File: src/rtl/rxf_pkg.sv
package rxf_pkg;
   localparam int BYTE_W    = 8;
   localparam int MAC_BYTES = 6;
   localparam int MAC_W     = BYTE_W * MAC_BYTES;
   localparam int WORD_W    = 16;

   typedef struct packed {
      logic runt_ok;
      logic promisc;
      logic all_mcast;
      logic bcast;
   } rxf_mode_t;

   typedef enum logic [1:0] {
      LD_IDLE  = 2'd0,
      LD_ENTRY = 2'd1,
      LD_MASK  = 2'd2
   } ld_state_e;
endpackage

File: src/rtl/rxf_cam_array.sv
module rxf_cam_array
   import rxf_pkg::*;
#(
   parameter int N_ENT = 16,
   parameter int IDX_W = 4
) (
   input  logic              clk,
   input  logic              rst_n,
   input  logic              wr_en,
   input  logic [IDX_W-1:0]  wr_idx,
   input  logic [1:0]        wr_half,
   input  logic [WORD_W-1:0] wr_data,
   input  logic              mask_we,
   input  logic [N_ENT-1:0]  mask_data,
   input  logic [MAC_W-1:0]  lookup,
   output logic              hit,
   input  logic [IDX_W-1:0]  rd_entry,
   input  logic [1:0]        rd_half,
   output logic [WORD_W-1:0] rd_pair
);
   logic [MAC_W-1:0] ent [N_ENT];
   logic [N_ENT-1:0] en_q;
   logic [N_ENT-1:0] hit_vec;

   always_ff @(posedge clk or negedge rst_n) begin
      if (!rst_n)       en_q <= '0;
      else if (mask_we) en_q <= mask_data;
   end

   for (genvar i = 0; i < N_ENT; i++) begin : g_ent
      always_ff @(posedge clk or negedge rst_n) begin
         if (!rst_n) begin
            ent[i] <= '0;
         end else if (wr_en && (wr_idx == IDX_W'(i))) begin
            case (wr_half)
               2'd0:    ent[i][15:0]  <= wr_data;
               2'd1:    ent[i][31:16] <= wr_data;
               2'd2:    ent[i][47:32] <= wr_data;
               default: ent[i]        <= ent[i];
            endcase
         end
      end
      assign hit_vec[i] = en_q[i] && (ent[i] == lookup);
   end

   assign hit = |hit_vec;

   always_comb begin
      rd_pair = '0;
      if (32'(rd_entry) < N_ENT) begin
         case (rd_half)
            2'd0:    rd_pair = ent[rd_entry][15:0];
            2'd1:    rd_pair = ent[rd_entry][31:16];
            2'd2:    rd_pair = ent[rd_entry][47:32];
            default: rd_pair = '0;
         endcase
      end
   end

   // a hit is only possible once some mask bit has been loaded
   p_hit_needs_en_r5: assert property (@(posedge clk) disable iff (!rst_n)
      hit |-> (en_q != '0));
   // a loaded mask takes effect on the next cycle
   p_mask_load_r7: assert property (@(posedge clk) disable iff (!rst_n)
      mask_we |=> (en_q == $past(mask_data)));
endmodule

File: src/rtl/rxf_cam_loader.sv
module rxf_cam_loader
   import rxf_pkg::*;
#(
   parameter int ADDR_W = 16,
   parameter int IDX_W  = 4,
   parameter int N_ENT  = 16,
   parameter int CNT_W  = 5
) (
   input  logic              clk,
   input  logic              rst_n,
   input  logic              start,
   input  logic [ADDR_W-1:0] base,
   input  logic [CNT_W-1:0]  count,
   input  logic              wide,
   output logic              mem_req,
   output logic [ADDR_W-1:0] mem_addr,
   input  logic              mem_ack,
   input  logic [WORD_W-1:0] mem_rdata,
   output logic              busy,
   output logic              done,
   output logic              wr_en,
   output logic [IDX_W-1:0]  wr_idx,
   output logic [1:0]        wr_half,
   output logic [WORD_W-1:0] wr_data,
   output logic              mask_we,
   output logic [N_ENT-1:0]  mask_data
);
   localparam logic [ADDR_W-1:0] STEP_NARROW = ADDR_W'(8);
   localparam logic [ADDR_W-1:0] STEP_WIDE   = ADDR_W'(16);

   ld_state_e         state_q;
   logic [ADDR_W-1:0] ptr_q;
   logic [CNT_W-1:0]  cnt_q;
   logic [IDX_W-1:0]  idx_q;
   logic [1:0]        word_q;
   logic              wide_q;
   logic              done_q;

   assign busy      = (state_q != LD_IDLE);
   assign mem_req   = busy;
   assign mem_addr  = ptr_q + (ADDR_W'(word_q) << (wide_q ? 2 : 1));
   assign wr_en     = (state_q == LD_ENTRY) && mem_ack;
   assign wr_idx    = idx_q;
   assign wr_half   = word_q - 2'd1;
   assign wr_data   = mem_rdata;
   assign mask_we   = (state_q == LD_MASK) && mem_ack;
   assign mask_data = mem_rdata[N_ENT-1:0];
   assign done      = done_q;

   always_ff @(posedge clk or negedge rst_n) begin
      if (!rst_n) begin
         state_q <= LD_IDLE;
         ptr_q   <= '0;
         cnt_q   <= '0;
         idx_q   <= '0;
         word_q  <= '0;
         wide_q  <= 1'b0;
         done_q  <= 1'b0;
      end else begin
         done_q <= mask_we;
         case (state_q)
            LD_IDLE: if (start) begin
               ptr_q   <= base;
               cnt_q   <= count;
               idx_q   <= '0;
               wide_q  <= wide;
               word_q  <= (count != '0) ? 2'd1 : 2'd0;
               state_q <= (count != '0) ? LD_ENTRY : LD_MASK;
            end
            LD_ENTRY: if (mem_ack) begin
               if (word_q == 2'd3) begin
                  cnt_q  <= cnt_q - 1'b1;
                  ptr_q  <= ptr_q + (wide_q ? STEP_WIDE : STEP_NARROW);
                  idx_q  <= idx_q + 1'b1;
                  if (cnt_q == CNT_W'(1)) begin
                     word_q  <= 2'd0;
                     state_q <= LD_MASK;
                  end else begin
                     word_q  <= 2'd1;
                  end
               end else begin
                  word_q <= word_q + 2'd1;
               end
            end
            LD_MASK: if (mem_ack) state_q <= LD_IDLE;
            default: state_q <= LD_IDLE;
         endcase
      end
   end

   p_start_takes_r6: assert property (@(posedge clk) disable iff (!rst_n)
      (start && !busy) |=> busy);
   p_cnt_step_r6: assert property (@(posedge clk) disable iff (!rst_n)
      (state_q == LD_ENTRY && mem_ack && word_q == 2'd3) |=> (cnt_q == $past(cnt_q) - 1'b1));
   p_start_ignored_r11: assert property (@(posedge clk) disable iff (!rst_n)
      (busy && start && !mem_ack) |=> ($stable(ptr_q) && $stable(cnt_q) && $stable(word_q)));
   p_done_pulse_r7: assert property (@(posedge clk) disable iff (!rst_n)
      done |-> (!busy ##1 !done));
endmodule

File: src/rtl/rxf_decide.sv
module rxf_decide
   import rxf_pkg::*;
#(
   parameter int LEN_W   = 16,
   parameter int MIN_LEN = 60
) (
   input  logic             clk,
   input  logic             rst_n,
   input  logic             frm_valid,
   input  logic [MAC_W-1:0] dst,
   input  logic [LEN_W-1:0] len,
   input  rxf_mode_t        mode,
   input  logic             cam_hit,
   output logic             dec_valid,
   output logic             accept,
   output logic             mcast,
   output logic             bcast
);
   logic short_frm, grp_bit, all_ones;
   logic acc_n, mc_n, bc_n;

   assign short_frm = (len < LEN_W'(MIN_LEN));
   assign grp_bit   = dst[0];
   assign all_ones  = &dst;

   always_comb begin
      acc_n = 1'b0;
      mc_n  = 1'b0;
      bc_n  = 1'b0;
      if (short_frm) begin
         acc_n = mode.runt_ok;
      end else if (mode.promisc && !grp_bit) begin
         acc_n = 1'b1;
      end else if (mode.all_mcast && grp_bit) begin
         acc_n = 1'b1;
         mc_n  = 1'b1;
      end else if (mode.bcast && all_ones) begin
         acc_n = 1'b1;
         bc_n  = 1'b1;
      end else begin
         acc_n = cam_hit;
      end
   end

   always_ff @(posedge clk or negedge rst_n) begin
      if (!rst_n) begin
         dec_valid <= 1'b0;
         accept    <= 1'b0;
         mcast     <= 1'b0;
         bcast     <= 1'b0;
      end else begin
         dec_valid <= frm_valid;
         if (frm_valid) begin
            accept <= acc_n;
            mcast  <= mc_n;
            bcast  <= bc_n;
         end
      end
   end

   p_one_cycle_r9: assert property (@(posedge clk) disable iff (!rst_n)
      frm_valid |=> dec_valid);
   p_no_spurious_r9: assert property (@(posedge clk) disable iff (!rst_n)
      !frm_valid |=> (!dec_valid && $stable(accept)));
   p_runt_reject_r1: assert property (@(posedge clk) disable iff (!rst_n)
      (frm_valid && short_frm && !mode.runt_ok) |=> !accept);
   p_tag_excl_r3: assert property (@(posedge clk) disable iff (!rst_n)
      !(mcast && bcast));
   p_tag_accept_r10: assert property (@(posedge clk) disable iff (!rst_n)
      (mcast || bcast) |-> accept);
endmodule

File: src/rtl/rx_addr_filter.sv
module rx_addr_filter
   import rxf_pkg::*;
#(
   parameter int N_ENT   = 16,
   parameter int ADDR_W  = 16,
   parameter int LEN_W   = 16,
   parameter int MIN_LEN = 60,
   parameter int CNT_W   = 5
) (
   input  logic               clk,
   input  logic               rst_n,
   input  logic               frm_valid,
   input  logic [47:0]        frm_dst,
   input  logic [LEN_W-1:0]   frm_len,
   input  logic               mode_runt_ok,
   input  logic               mode_promisc,
   input  logic               mode_all_mcast,
   input  logic               mode_bcast,
   output logic               dec_valid,
   output logic               dec_accept,
   output logic               dec_mcast,
   output logic               dec_bcast,
   input  logic               ld_start,
   input  logic [ADDR_W-1:0]  ld_base,
   input  logic [15:0]        ld_count,
   input  logic               ld_wide,
   output logic               ld_busy,
   output logic               ld_done,
   output logic               mem_req,
   output logic [ADDR_W-1:0]  mem_addr,
   input  logic               mem_ack,
   input  logic [15:0]        mem_rdata,
   input  logic               in_reset,
   input  logic [15:0]        rb_ptr,
   input  logic [1:0]         rb_sel,
   output logic [15:0]        rb_data
);
   localparam int IDX_W = (N_ENT > 1) ? $clog2(N_ENT) : 1;

   initial begin
      assert (N_ENT >= 2 && N_ENT <= WORD_W)
         else $error("N_ENT must fit the one-word enable mask");
      assert (CNT_W >= 1 && CNT_W <= 16)
         else $error("CNT_W out of range");
      assert (MIN_LEN < (1 << LEN_W))
         else $error("MIN_LEN does not fit LEN_W");
   end

   rxf_mode_t        mode;
   logic             cam_hit;
   logic             wr_en, mask_we;
   logic [IDX_W-1:0] wr_idx;
   logic [1:0]       wr_half;
   logic [WORD_W-1:0] wr_data, rd_pair;
   logic [N_ENT-1:0] mask_data;
   logic             unused_hi;

   assign mode      = '{runt_ok: mode_runt_ok, promisc: mode_promisc,
                        all_mcast: mode_all_mcast, bcast: mode_bcast};
   assign unused_hi = ^{ld_count, rb_ptr};

   rxf_cam_loader #(.ADDR_W(ADDR_W), .IDX_W(IDX_W), .N_ENT(N_ENT), .CNT_W(CNT_W)) u_loader (
      .clk       (clk),
      .rst_n     (rst_n),
      .start     (ld_start),
      .base      (ld_base),
      .count     (ld_count[CNT_W-1:0]),
      .wide      (ld_wide),
      .mem_req   (mem_req),
      .mem_addr  (mem_addr),
      .mem_ack   (mem_ack),
      .mem_rdata (mem_rdata),
      .busy      (ld_busy),
      .done      (ld_done),
      .wr_en     (wr_en),
      .wr_idx    (wr_idx),
      .wr_half   (wr_half),
      .wr_data   (wr_data),
      .mask_we   (mask_we),
      .mask_data (mask_data)
   );

   rxf_cam_array #(.N_ENT(N_ENT), .IDX_W(IDX_W)) u_cam (
      .clk       (clk),
      .rst_n     (rst_n),
      .wr_en     (wr_en),
      .wr_idx    (wr_idx),
      .wr_half   (wr_half),
      .wr_data   (wr_data),
      .mask_we   (mask_we),
      .mask_data (mask_data),
      .lookup    (frm_dst),
      .hit       (cam_hit),
      .rd_entry  (rb_ptr[IDX_W-1:0]),
      .rd_half   (rb_sel),
      .rd_pair   (rd_pair)
   );

   rxf_decide #(.LEN_W(LEN_W), .MIN_LEN(MIN_LEN)) u_decide (
      .clk       (clk),
      .rst_n     (rst_n),
      .frm_valid (frm_valid),
      .dst       (frm_dst),
      .len       (frm_len),
      .mode      (mode),
      .cam_hit   (cam_hit),
      .dec_valid (dec_valid),
      .accept    (dec_accept),
      .mcast     (dec_mcast),
      .bcast     (dec_bcast)
   );

   assign rb_data = in_reset ? rd_pair : '0;
endmodule

File: config.mk
export PLATFORM = sky130hd
export DESIGN_NAME = rx_addr_filter
export DESIGN_NICKNAME = d
export VERILOG_FILES = /design/src/rtl/rxf_pkg.sv /design/src/rtl/rxf_cam_array.sv /design/src/rtl/rxf_cam_loader.sv /design/src/rtl/rxf_decide.sv /design/src/rtl/rx_addr_filter.sv
export SDC_FILE = /design/constraint.sdc
export NUM_CORES = 2
export LEC_CHECK = 0
export ABC_AREA = 0
export ABC_CLOCK_PERIOD_IN_PS = 2600
export BUFFER_PORTS_ARGS = -buffer_cell sky130_fd_sc_hd__buf_4
export CAP_MARGIN = 25
export CORE_UTILIZATION = 41
export CTS_CLUSTER_DIAMETER = 150
export DETAILED_ROUTE_END_ITERATION = 8
export REMOVE_ABC_BUFFERS = 1
export SYNTH_ARGS = -nofsm -noshare
export SYNTH_HDL_FRONTEND = slang
export SYNTH_SLANG_ARGS = --single-unit
File: constraint.sdc
create_clock -name clk -period 2.6 [get_ports clk]
set_input_delay 0.13 -clock clk [delete_from_list [all_inputs] [get_ports clk]]
set_output_delay 0.13 -clock clk [all_outputs]
set_load 0.01 [all_outputs]
# Word level (Yosys, flattened, before mapping)
# Cells that the tools add are included.
# W data, S select, Z words.
# classes
reduce_logical	99
add_sub_neg	6
shift	1
mux	43
eq_ne	44
order_cmp	2
bitwise	1
# op_table
op	count
$eq A48 B48 Y1	16
$bmux W48 S4	1
$reduce_and A2 Y1	49
$mux W48	2
$mux W16	4
$pmux W16 S3	1
$reduce_and A48 Y1	1
$logic_and A1 B1 Y1	37
$add A16 B16 Y16	2
$eq A4 B4 Y1 const B	8
$pmux W16 S2	1
$shl A2 B32 Y16	1
$mux W2	10
$mux W5	4
$eq A4 B3 Y1 const B	4
$lt A16 B6 Y1 const B	1
$reduce_or A16 Y1	1
$mux W1	13
$mux W4	3
$ne A2 B2 Y1 const B	5
$pmux W5 S2	1
$eq A2 B2 Y1 const B	4
$eq A4 B2 Y1 const B	2
$pmux W4 S2	1
other kinds (19)	24
# word_totals
elab_cells	256
in_bits	141
out_inout_bits	39
reg_bits	819

# Logic depth before layout (Yosys ltp)
# logic_depth
word_depth	7
depth_mapped	11
depth_no_buf	11

# Modules after synthesis
# From an unflattened synthesis, not the netlist that was laid out.
# unflattened
cells_unflattened	3672
area_unflattened_um2	47229.0
# by_module_without_submodules
module	cells_per_inst	n_inst	seq_area_each_um2	area_per_inst_um2
rxf_cam_array	3323	1	19618.8	44223.7
rxf_cam_loader	292	1	775.7	2560.0
rxf_decide	40	1	100.1	319.1
rx_addr_filter	17	1	0.0	126.4

# Worst setup path before layout
# OpenSTA, ideal clock, no wires.
# synth_timing
path_type	input port to output port
start	input port rb_ptr[0]
end	output port rb_data[13]
stages	8
t_required_ns	2.470
t_arrival_ns	2.067
slack_ns	0.403
n_path_buf	3
cell_sequence	clkbuf_1 > buf_6 > buf_2 > mux4_2 > mux4_2 > mux2i_1 > o22ai_1 > and2_1
# synth_via
elab_chain_cells	6
# synth_lines
item	line	text
from (decl)	rx_addr_filter.sv:34	input logic [15:0] rb_ptr,
$not A4 Y5 (implied by the code)	rxf_cam_array.sv:52, rxf_cam_array.sv:53, rxf_cam_array.sv:54	
$bmux W48 S4	rxf_cam_array.sv:52, rxf_cam_array.sv:53, rxf_cam_array.sv:54	
$mux W48 (implied by the code) (2 in a row)	rxf_cam_array.sv:52	2'd0: rd_pair = ent[rd_entry][15:0];
$pmux W16 S3	rxf_cam_array.sv:51	case (rd_half)
$mux W16	rx_addr_filter.sv:113	assign rb_data = in_reset ? rd_pair : '0;
to (decl)	rx_addr_filter.sv:36	output logic [15:0] rb_data
# No other way between the ends. The select of a mux whose other input is x is not followed.

# Worst setup path after layout
# layout_timing
start	register u_cam.ent[363] (netlist bit)
end	output port rb_data[11]
# layout_via
elab_chain_cells	5
# layout_lines
item	line	text
from (decl)	rxf_cam_array.sv:21	logic [MAC_W-1:0] ent [N_ENT];
from (signal, indexed assignment)	rxf_cam_array.sv:36	2'd0: ent[i][15:0] <= wr_data;
from (signal, indexed assignment)	rxf_cam_array.sv:37	2'd1: ent[i][31:16] <= wr_data;
from (signal, indexed assignment)	rxf_cam_array.sv:38	2'd2: ent[i][47:32] <= wr_data;
$bmux W48 S4	rxf_cam_array.sv:53	2'd1: rd_pair = ent[rd_entry][31:16];
$mux W48 (2 in a row)	-	
$pmux W16 S3	rxf_cam_array.sv:51	
$mux W16	rx_addr_filter.sv:113	
# No other way between the ends. The select of a mux whose other input is x is not followed.

==> impl_metrics.tcl <==
set metrics [dict create \
    fin_crit_ns 3.191 \
    vias_per_cell 6.165 \
    wl_um 232800 \
    largest_net_degree_at_the_start_of_global_routing 84 \
    num_io_pins 180 \
    dr.first_iter.drc_count 4866 \
    worstSetupEndpointType "output pin" \
    worstReg2RegEnd "u_decide.accept" \
    yosys_register_bits 819 \
    clkPwrFrac 0.328 \
    final.period_utilization 1.227 \
    min_from "mem_rdata[6]" \
    overall_power_mw 43.49 \
    detail-route-antenna-nets 0 \
    worst-r2r-cell-count 7 \
    hold_path_end "u_cam.en_q[6]" \
    hold_path_depth 3 \
    p_comb_frac 0.298 \
    max_slew.worst_pin.slew_ns 1.061 \
    violations "negative setup slack" \
    synth-edff-count 0 \
    synth.cell_area_um2 46830 \
    post-route-util 0.5325 \
    post-synth-top-area-cell "dfrtp_1" \
    ys_seq_area_frac 0.4376 \
    rsz0062_at_grt "true" \
    gp_congestion 1.099 \
    timing.setup.critical_path_class "reg -> out" \
    relSlewSlack 0.2927 \
    area.sequential_um2 20510 \
    timing.critical_path.from "u_cam.ent[363]" \
    setup_ws_final_ns -0.5913 \
    path_max_fanout 2 \
    insertion_delay_ns 0.71 \
    worst-r2r-setup-slack_ns -0.09 \
    holdWs_ns 0.001225 \
    core.rowCount 123 \
    switching_share 0.3388 \
    cts.root.buffer_cell "clkbuf_16" \
    worst_r2r_startpoint "u_cam.ent[454]" \
    cts_max_path_buffers 3 \
    synth.distinct_cells 57 \
    wire_per_inst_um 38.09 \
    cts_tree "yes" \
    run_status "finished with violations" \
    fin_tns_setup_ns -11.28 \
    critPathLaunchType "flip-flop" \
    floorplan.initialDensity 0.4152 \
    coreArea_um2 112800 \
    number_of_levels_in_the_clock_h_tree 3 \
    worst_clock_skew_ns 0.03457 \
    vdd.ir_drop.worst_uv 928.1 \
    crit_arrival_ns 3.06 \
    cellPowerDensity_nw_per_um2 724.0 \
    cell_area_after_layout_um2 60070 \
    final_hold_viol_count 0 \
    area_occupied_by_multi_input_gates_um2 25210 \
    tritoncts.num_buffers 98 \
    nFillCells 9757 \
    grt_antenna_before_repair 17 \
    fraction_of_layout_cells_with_a_size_suffix_above_1 0.4959 \
    fp.dieH_um 340.0 \
    floorplan.die_area_um2 115600 \
    port-buffer-count 154 \
    die_width_um 340.0 \
    global_route.usage.total 0.4008 \
    holdCritPathClass "in -> reg" \
    route.detailed.drc 0 \
    detailed_place_hpwl_um 175800 \
    cts.reportedPaths.clkPinSlew_ns 0.06 \
    cell_internal_pwr_mw 28.76 \
    achievable-frequency_mhz 313.4 \
    first_pass_grt_wire_length_um 314100 \
    areaGrowthSynthToFinish_pct 28.27 \
    yosys.cell_count.top_type "dfrtp_1" \
    drv.max_cap_violation_count 0 \
    post_synth_inst_count 3673 \
    worstPathRequired_ns 2.47 \
    seq_power_share 0.374 \
    global_route.overflow_total 0 \
    setup_viol 28 \
    yosysTopAreaCellShare 0.4376 \
    synthTopCellsByCount "819 x dfrtp_1, 768 x mux2_2, 464 x xor2_1, 251 x xnor2_1, 240 x mux4_2" \
    postSynth.topFlopCell "dfrtp_1" \
    mean_cell_area_of_the_mapped_netlist_um2 12.75 \
    synthesis_warning_total 0 \
    leakagePower_nw 29.25 \
    total_switching_power_mw 14.74 \
    vias 37680 \
    layout.nets 4688 \
    clkSinkCount 819 \
    first_global_vias 36950 \
    report.final.slew_viol_count 0 \
    postPlaceCellArea_um2 55310 \
    synthTopCellsByArea "dfrtp_1 44%, mux2_2 18%, mux4_2 12%" \
    synthArstFlopShare 1.000 \
    drt_first_pass_iters 6 \
]
[critical path, cell delays in order (launching register included)]
cell	delay, ns
dfrtp_1	0.39
buf_4	0.15
mux4_2	0.54
mux4_2	0.48
mux2i_1	0.15
buf_4	0.20
o22ai_1	0.11
and2_4	0.19
buf_4	0.14
[layout make-up]
type,instances,share of cell area
multi-input cells,2458,0.4197
inverters,85,0.005311
well taps,1500,0.03124
diodes,8,0.0003333
clock inverters,34,0.006978
repair buffers,1067,0.1479
clock buffers,141,0.04707
flip-flops and latches,819,0.3414
[placed cells by master, fill, tap and decap left out, types with 29 or more instances in the layout]
master | Yosys | final
buf_4 | 8 | 936
dfrtp_1 | 819 | 806
mux2_2 | 768 | 768
xor2_1 | 464 | 462
mux4_2 | 240 | 240
xnor2_1 | 251 | 237
nand2_1 | 139 | 135
nor4_1 | 136 | 122
nand4_1 | 102 | 102
clkbuf_16 | 0 | 101
inv_1 | 84 | 78
buf_12 | 0 | 49
dlygate4sd3_1 | 0 | 46
nor2_1 | 41 | 36
a21oi_1 | 38 | 35
buf_6 | 2 | 33
nand3_1 | 32 | 31
o22ai_1 | 42 | 29
o21ai_0 | 30 | 29
[repair_timing]
| item | 4_1_cts | 5_1_grt |
|---|---|---|
| hold buffers | 46 | 0 |
| setup endpoints to repair | 28 | 55 |
| resized for setup | 91 | 68 |
| pin swaps | 29 | 26 |
| hold endpoints to repair | 618 | 0 |
| setup buffers | 58 | 13 |
| gates cloned | 0 | 0 |
[how the worst max path moves through the flow]
stage | to | slack [ns] | cells after the start
floorplan | u_cam.ent[608] | -0.18 | 5
global placement | u_decide.accept | -0.45 | 10
detailed placement | u_decide.accept | -0.38 | 10
CTS | rb_data[12] | -0.55 | 7
global route | rb_data[11] | -0.60 | 8
finish | rb_data[11] | -0.59 | 8
[routing by layer]
| metal | global-route usage | routed length, um | vias to the layer above |
|---|---|---|---|
| met5 | 0 | 17 | - |
| met4 | 0.3534 | 25350 | 4 |
| met3 | 0.07540 | 19380 | 701 |
| met2 | 0.5997 | 101300 | 2424 |
| met1 | 0.4970 | 86720 | 19530 |
| li1 | - | - | 15020 |
[power groups by stage]
stage	registers [mW]	clock network [mW]	logic [mW]
after floorplan	15.8	0	5.32
after global placement	16.3	0	11.6
after detailed placement	16.3	0	11.7
after CTS	16.1	14.4	12.4
after global routing	16.4	14.9	13.4
final	16.2	14.3	13.0
[state kept, by name, indices dropped and copies added, names as in the netlist, 2 cells and up]
signal / flops
u_cam.en_q: 16
u_loader.word_q: 2
u_cam.ent: 768
u_loader.cnt_q: 5
u_loader.state_q: 2
u_loader.wr_idx: 4
u_loader.ptr_q: 16
[kinds of logic (layout without fill, tap and decap cells)]
| group | after synthesis | after routing | share of synthesized area |
|---|---|---|---|
| and+or+nand+nor | 525 | 525 | 0.05942 |
| buffers and inverters | 397 | 1327 | 0.03583 |
| adders and majority gates | 18 | 18 | 0.005130 |
| DFF | 819 | 819 | 0.4376 |
| other | 1 | 10 | 0.00008007 |
| muxes | 1025 | 1025 | 0.3037 |
| AOI/OAI and AO/OA | 173 | 173 | 0.02450 |
| xor gates and xnor gates | 715 | 715 | 0.1337 |
[metrics by stage]
stage | std cells | setup slack, ns
floorplan | 3362 | -0.1833
global placement | 5837 | -0.4466
detailed placement | 5837 | -0.3837
CTS | 6100 | -0.5524
global route | 6104 | -0.5969
finish | 6112 | -0.5913
Note: power is estimated with default switching activity, not from simulation.
